## src/rtl/strobe_pkg.sv

```systemverilog
// Shared types and timing constants for the external bus strobe generator.
package strobe_pkg;

    // Control flags captured once per machine cycle.
    typedef struct packed {
        logic ext_exec;  // fetching from external program memory
        logic ale_off;   // free-running ALE suppressed
        logic xdata;     // cycle accesses external data memory
        logic ctab;      // cycle is a code-table read
    } cyc_attr_t;

    localparam cyc_attr_t ATTR_CLEAR = '{ext_exec: 1'b0, ale_off: 1'b0, xdata: 1'b0, ctab: 1'b0};

endpackage

```

## src/rtl/mc_phase_counter.sv

```systemverilog
// Machine-cycle phase counter.
// Counts 0 .. PHASES-1 with one step per clock and wraps. It flags the last
// phase so that other logic can sample at the cycle boundary.
// Assumes a synchronous active-low reset that forces phase 0.
module mc_phase_counter #(
    parameter int PHASES = 12,
    parameter int PH_W   = $clog2(PHASES)
) (
    input  logic            clk,
    input  logic            rst_n,
    output logic [PH_W-1:0] phase,
    output logic            last
);
    localparam logic [PH_W-1:0] LAST_PH = PH_W'(PHASES - 1);

    // Advance the phase and wrap after the last one.
    always_ff @(posedge clk) begin
        if (!rst_n)
            phase <= '0;
        else if (phase == LAST_PH)
            phase <= '0;
        else
            phase <= phase + 1'b1;
    end

    // Mark the final phase of the machine cycle.
    always_comb last = (phase == LAST_PH);
endmodule

```

## src/rtl/cycle_attr_reg.sv

```systemverilog
// Cycle attribute register.
// Captures the control flags at the edge that closes a machine cycle and holds
// them unchanged for the whole next cycle.
// Assumes `capture` is high for exactly one clock per machine cycle.
module cycle_attr_reg
    import strobe_pkg::*;
(
    input  logic      clk,
    input  logic      rst_n,
    input  logic      capture,
    input  cyc_attr_t attr_in,
    output cyc_attr_t attr_q
);
    // Load new flags at the cycle boundary and keep them otherwise.
    always_ff @(posedge clk) begin
        if (!rst_n)
            attr_q <= ATTR_CLEAR;
        else if (capture)
            attr_q <= attr_in;
    end
endmodule

```

## src/rtl/strobe_decode.sv

```systemverilog
// Strobe decoder.
// Turns the phase and the held cycle flags into the ALE and PSEN levels. Each
// strobe has two slots per cycle, set by start phase and width.
// Assumes the flags stay constant across the cycle. The output depends only on
// registered state, so it is free of input-induced glitches.
module strobe_decode
    import strobe_pkg::*;
#(
    parameter int PH_W      = 4,
    parameter int ALE_A     = 0,
    parameter int ALE_B     = 6,
    parameter int ALE_WID   = 2,
    parameter int PSEN_A    = 3,
    parameter int PSEN_B    = 9,
    parameter int PSEN_WID  = 3
) (
    input  logic [PH_W-1:0] phase,
    input  cyc_attr_t       attr,
    output logic            ale,
    output logic            psen_n
);
    logic [1:0] ale_slot;
    logic [1:0] psen_slot;
    logic       ale_pulse;
    logic       ale_gate;

    // Return whether the phase lies in a window given by start and width.
    function automatic logic in_win(input logic [PH_W-1:0] ph, input int start, input int wid);
        int p;
        p = int'(ph);
        return (p >= start) && (p < start + wid);
    endfunction

    localparam int ALE_START [2]  = '{ALE_A, ALE_B};
    localparam int PSEN_START [2] = '{PSEN_A, PSEN_B};

    // One window decoder per slot for each strobe.
    for (genvar s = 0; s < 2; s++) begin : g_slot
        always_comb ale_slot[s]  = in_win(phase, ALE_START[s], ALE_WID);
        always_comb psen_slot[s] = in_win(phase, PSEN_START[s], PSEN_WID);
    end

    // ALE pulse pattern: the second slot is dropped in a data-memory cycle.
    always_comb ale_pulse = ale_slot[0] | (ale_slot[1] & ~attr.xdata);

    // ALE runs freely unless disabled; the disable is overridden by external
    // execution, data-memory cycles and table reads.
    always_comb ale_gate = ~attr.ale_off | attr.ext_exec | attr.xdata | attr.ctab;

    // Suppressed ALE rests at the idle high level of the weak pull-up.
    always_comb ale = ale_gate ? ale_pulse : 1'b1;

    // PSEN fires twice per cycle in external execution, never in data cycles.
    always_comb psen_n = ~(attr.ext_exec & ~attr.xdata & (|psen_slot));
endmodule

```

## src/rtl/ext_strobe_gen.sv

```systemverilog
// External bus strobe generator, top level.
// Ties the phase counter, the cycle attribute register and the strobe
// decoder together. Control inputs are sampled at the end of phase PHASES-1.
// Assumes clk is the oscillator clock and rst_n is synchronous.
module ext_strobe_gen
    import strobe_pkg::*;
#(
    parameter int PHASES    = 12,
    parameter int ALE_A     = 0,
    parameter int ALE_B     = 6,
    parameter int ALE_WID   = 2,
    parameter int PSEN_A    = 3,
    parameter int PSEN_B    = 9,
    parameter int PSEN_WID  = 3,
    localparam int PH_W     = $clog2(PHASES)
) (
    input  logic            clk,
    input  logic            rst_n,
    input  logic            xdata_cyc,
    input  logic            ctab_rd,
    input  logic            ext_exec,
    input  logic            ale_off,
    output logic            ale,
    output logic            psen_n,
    output logic [PH_W-1:0] phase
);
    logic      cyc_last;
    cyc_attr_t attr_next;
    cyc_attr_t attr_cur;

    // Gather the raw control inputs into one attribute word.
    always_comb attr_next = '{ext_exec: ext_exec, ale_off: ale_off,
                              xdata: xdata_cyc, ctab: ctab_rd};

    mc_phase_counter #(.PHASES(PHASES), .PH_W(PH_W)) u_phase (
        .clk   (clk),
        .rst_n (rst_n),
        .phase (phase),
        .last  (cyc_last)
    );

    cycle_attr_reg u_attr (
        .clk     (clk),
        .rst_n   (rst_n),
        .capture (cyc_last),
        .attr_in (attr_next),
        .attr_q  (attr_cur)
    );

    strobe_decode #(
        .PH_W(PH_W), .ALE_A(ALE_A), .ALE_B(ALE_B), .ALE_WID(ALE_WID),
        .PSEN_A(PSEN_A), .PSEN_B(PSEN_B), .PSEN_WID(PSEN_WID)
    ) u_dec (
        .phase  (phase),
        .attr   (attr_cur),
        .ale    (ale),
        .psen_n (psen_n)
    );
endmodule

```

## config.mk

```make
export PLATFORM = sky130hd
export DESIGN_NAME = ext_strobe_gen
export DESIGN_NICKNAME = d
export VERILOG_FILES = /design/src/rtl/strobe_pkg.sv /design/src/rtl/mc_phase_counter.sv /design/src/rtl/cycle_attr_reg.sv /design/src/rtl/strobe_decode.sv /design/src/rtl/ext_strobe_gen.sv
export SDC_FILE = /design/constraint.sdc
export NUM_CORES = 1
export LEC_CHECK = 0
export BUFFER_PORTS_ARGS = -buffer_cell sky130_fd_sc_hd__buf_2
export CORE_AREA = 2 2 39 41
export DETAILED_ROUTE_END_ITERATION = 7
export DIE_AREA = 0 0 41 43
export GPL_TIMING_DRIVEN = 0
export MAX_ROUTING_LAYER = met4
export PLACE_DENSITY = 0.61
export SETUP_SLACK_MARGIN = 0.5
export SKIP_LAST_GASP = 1
export SLEW_MARGIN = 25
export SYNTH_ARGS = -nofsm -noshare
export SYNTH_HDL_FRONTEND = slang
export SYNTH_SLANG_ARGS = --single-unit
```

## constraint.sdc

```tcl
create_clock -name clk -period 2.05 [get_ports clk]
set_input_delay 0.41 -clock clk [delete_from_list [all_inputs] [get_ports clk]]
set_output_delay 0.41 -clock clk [all_outputs]
set_load 0.1 [all_outputs]
```

Yosys cells after proc, flatten, opt, wreduce, memory -nomap -nowiden

Index checks and enable logic that the tools add are counted.

Input port bits: 6
Register bits after elaboration: 8
Output and inout port bits: 6
Word-level logic and storage cells: 31

Add/sub/neg operators: 1
$lt $le $gt $ge: 7
Eq/ne operators: 1
Bitwise operators: 11
Reductions and logical operators: 5
Mux-type cells: 1

Operators by type and width:

| operator                                                          | count |
|---|---|
| less-than comparator 4 bit, second input constant                 | 2 |
| adder 4 x 1 -> 4 bit, second input constant                       | 1 |
| == test 4 bit, second input constant                              | 1 |
| greater-or-equal comparator 4 x 2 -> 1 bit, second input constant | 1 |
| greater-or-equal comparator 4 x 3 -> 1 bit, second input constant | 1 |
| greater-or-equal comparator 4 bit, second input constant          | 1 |
| less-than comparator 4 x 2 -> 1 bit, second input constant        | 1 |
| less-than comparator 4 x 3 -> 1 bit, second input constant        | 1 |
| NOT 1 bit                                                         | 4 |
| bitwise OR 1 bit                                                  | 4 |
| OR reduction 2 bit                                                | 2 |
| bitwise AND 1 bit                                                 | 3 |
| logical AND 1 bit                                                 | 3 |
| two-way mux 1 bit                                                 | 1 |

Logic depth before layout (Yosys ltp)

Depth in word-level cells: 5
Depth in mapped cells: 5
Depth with buffers taken out: 5

Hierarchy

A second synthesis with hierarchy kept.

Cells, all modules: 40
Area, all modules: 394.1 um^2

Modules (own cells, without submodules):

| module           | area an instance (um^2) | times used | cells each | sequential area each (um^2) |
|---|---|---|---|---|
| mc_phase_counter | 175.2                   | 1          | 18         | 80.1 |
| cycle_attr_reg   | 156.4                   | 1          | 13         | 80.1 |
| strobe_decode    | 62.6                    | 1          | 9          | 0.0 |

Worst setup path after synthesis

Ideal clock, no wire load.

Path kind: reg-to-output
Start point: reg u_phase.phase[2]
End point: out ale
Slack: -1,233 ps
Stages on the path, launching flop included: 4
Path buffers: 0
Data required time: 1,640 ps
Data arrival time: 2,873 ps
Path through: dfxtp_1 -> nand2b_1 -> o32a_1 -> o2bb2ai_1

Longest elaborated chain between the ends: 5
Elaborated cells on any way between the ends: 7
Those cells by class: order compare: 3; mux: 1; bitwise: 2; reduce/logical: 1

RTL lines:

| item                                                                                            | RTL line               | source |
|---|---|---|
| start: declaration                                                                              | mc_phase_counter.sv:11 | `output logic [PH_W-1:0] phase,` |
| start signal: assignment                                                                        | mc_phase_counter.sv:23 | `phase <= phase + 1'b1;` |
| greater-or-equal comparator 4 x 3 -> 1 bit / less-than comparator 4 bit (equally long branches) | strobe_decode.sv:31    | `return (p >= start) && (p < start + wid);` |
| logical AND 1 bit                                                                               | strobe_decode.sv:31    |  |
| bitwise AND 1 bit                                                                               | strobe_decode.sv:44    | `always_comb ale_pulse = ale_slot[0] \| (ale_slot[1] & ~attr.xdata);` |
| bitwise OR 1 bit (*)                                                                            | strobe_decode.sv:44    |  |
| two-way mux 1 bit (*)                                                                           | strobe_decode.sv:51    | `always_comb ale = ale_gate ? ale_pulse : 1'b1;` |
| end: declaration                                                                                | ext_strobe_gen.sv:23   | `output logic ale,` |

Mark *: on every way between the ends. The rest lies on a longest branch, timed or not.

Worst setup path in the final report

Start point: reg u_phase.phase[1]
End point: out psen_n

Longest elaborated chain between the ends: 5
Elaborated cells on any way between the ends: 9
Those cells by class: order compare: 4; bitwise: 2; reduce/logical: 3

RTL lines:

| item                                                               | RTL line             | source |
|---|---|---|
| greater-or-equal comparator 4 x 2 -> 1 bit (tied with other cells) | strobe_decode.sv:31  |  |
| logical AND 1 bit                                                  | strobe_decode.sv:31  |  |
| OR reduction 2 bit (*)                                             | strobe_decode.sv:54  | `always_comb psen_n = ~(attr.ext_exec & ~attr.xdata & (\|psen_slot));` |
| bitwise AND 1 bit (*)                                              | strobe_decode.sv:54  |  |
| NOT 1 bit (*)                                                      | strobe_decode.sv:54  |  |
| end: declaration                                                   | ext_strobe_gen.sv:24 | `output logic psen_n,` |

Marks and branches as above.

==> results.toml <==
[yosys]
yosysWarnings = 0
ys_types = 17
ys_seq_elements = 8
ys_seq_area_share_pct = 38.8
yosys.area_share.simple_pct = 26.4
synthTopCellsByCount = "dfxtp_1 (8), mux2i_1 (6), nor2b_1 (5)"
synth_most_common_cell = "dfxtp_1"
avgSynthCellArea_sq_um = 10.3
synth_top_family_by_area = "simple AND/OR/NAND/NOR gates"
netlist_instances = 40
synth_enable_flop_cells = 0
synth_fp_nets = 49
synth_xor_area_share_pct = 0
synth_ff_type = "dfxtp_1"
synthArstFlopShare_pct = 0
ys_top_cells_by_area = "dfxtp_1 (39%), mux2i_1 (15%), ha_1 (9.1%)"
yosys.area_share.adder_pct = 9.09
synth-compound-area-share_pct = 8.48
synth_top_area_share_pct = 38.8
yosys.area.top_type = "dfxtp_1"
synth_mux_area_share_pct = 14.5
syn-cell-area_sq_um = 413

[sta]
max_freq_mhz = 495
setup_viol = 0
fin_crit_sh_pct = 98.6
relSlewSlack_pct = 68.0
min_period_ps = 2020
clock_skew_ps = 2.22
hold_violations = 0
worst_slew_pin_slew_ps = 483
rsz0062_at_grt = "yes"
slew_violations = 0

[routing]
routed_wirelength_um = 937
drtIter0Drc = 5
via_per_inst = 4.68
num_vias = 351
dr.pass1.iters = 2
drc = 0
ant_nets = 0
wl_per_cell_um = 12.5

[global_route]
first_global_vias = 382
gr-total-overflow = 0
grt_pass1_wl_mm = 1.64
grtUsageTotal_pct = 14.8
antenna_found_initial = 0
grt_max_degree = 9

[finish]
num-fill-cells = 130
postLayoutCellArea_sq_um = 664
drive_gt1_share_pct = 57.6
multi_input_area_sq_um = 303
final_util_pct = 48.0
final_nets = 70
area_delta_synth_final_pct = 60.9
antenna_cells = 0
seqCellArea_sq_um = 178

[clock_tree]
path_clk_slew_ps = 60
cts.hold.buffers_added = 0
cts_tree = "yes"
clk_latency_ps = 260
cts_made_buffers = 3
cts.htree.levels = 1
clock_sinks = 8
cts_max_path_buffers = 2
clockRootBuffer = "clkbuf_4"

[worst_hold_path]
hold_start = "xdata_cyc"
hp-class = "in2reg"

[worst_setup_path]
cp_top_family = "flip-flops"
cpPeakStageDelay_ps = 390
timing.rr.start = "u_phase.phase[1]"
required_ps = 1640
critical-path-slowest-cell = "dfxtp_4"
worstPathArrival_ps = 1610
crit_chain = "inv_4 > ha_4 > and3b_1 > o32ai_2 > nand3b_1 > buf_12"
critPathMaxFanout = 5
crit_start = "u_phase.phase[1]"
start_kind = "register"
worst-setup-path-type = "reg2out"
path_buf_inv = 2
end_kind = "output port"

[placed_design]
place.gp.congestion = 0.642
dp_hpwl_um = 573
io_buffer_count = 11
place_area_sq_um = 544

[power]
p_leak_nw = 0.332
ir_drop_mv = 0.446
total_power_w = 0.000426
power.density_mw_per_mm2 = 641

[die]
die_area_sq_mm = 0.00176
core_area_sq_mm = 0.00138
boundaryPins = 12
start_util_pct = 29.8
die_w_um = 41
rows = 14
die_h_um = 43

[flow_run]
maxCapViolCount = 0

[status]
outcome = "finished, final reports clean"
-- metal layers --
layer  global-route usage (%)  vias up  part of all wire, %
met3                     4.71        5                  6.4
met5                        -        -                    0
met2                     18.8       14                   44
met4                     10.0        0                  2.9
li1                         -      180                    -
met1                     19.3      152                   46
-- state kept, by name, indices dropped and copies added (netlist names) --
signal	flops
u_phase.phase	4
u_attr.attr_q	4
-- through the flow --
stage | worst slack [ps] | TNS, ps | instances | hold slack, ps
floorplan | -274 | -274 | 40 | 486
global placement | 240 | 0 | 67 | 509
detailed placement | 231 | 0 | 67 | 519
CTS | 40.1 | 0 | 75 | 398
global route | -67.5 | -67.5 | 75 | 438
finish | 28.8 | 0 | 75 | 402
-- area by class of cell --
type	count	share of cell area [%]
tap	16	3.01
timing repair buffer	16	19.2
multi-input combinational	29	45.6
inverter	3	2.07
sequential	8	26.7
clock buffer	3	3.39
-- cells by family after synthesis --
logic type | Yosys count
multiplexers | 6
AND/OR/NAND/NOR | 16
flip-flops | 8
AO/OA/AOI/OAI | 4
adder cells (fa/ha/maj) | 3
buffers and inverters | 3
-- worst paths after layout --
check	to	slack, ps	cells after the start
max	psen_n	30	6
min	u_attr.attr_q[1]	400	3
max reg2reg	u_attr.attr_q[0]	1010	4
min reg2reg	u_attr.attr_q[2]	520	2
-- worst reg2reg max path, delay by kind of cell, from the launching register on --
family | cells | cell delay (ps)
fa+ha+maj | 1 | 190
simple gates | 2 | 180
mux | 1 | 200
flops | 1 | 370
-- report_power, final --
| group | switching (W) | leakage, nW | internal [W] | total, W |
|---|---|---|---|---|
| Sequential | 0.0000119 | 0.0688 | 0.000159 | 0.000171 |
| Combinational | 0.0000823 | 0.249 | 0.0000475 | 0.000130 |
| Clock | 0.0000577 | 0.0138 | 0.0000673 | 0.000125 |
-- cells in the final DEF, fill, tap and decap left out, types with 2 or more instances in the layout --
master / count
nand2_1: 2
buf_4: 5
ha_4: 2
dfxtp_4: 4
buf_2: 7
mux2i_1: 6
clkbuf_4: 5
dfxtp_2: 2
dfxtp_1: 2
nor2b_1: 5
and3_1: 2
buf_12: 2
-- what timing repair did --
item	in CTS	in global routing
setup endpoints to repair	2	4
gates cloned	0	0
resized for setup	15	2
pin swaps	3	1
buffers inserted	5	0
Note: power is estimated with default switching activity, not from simulation.
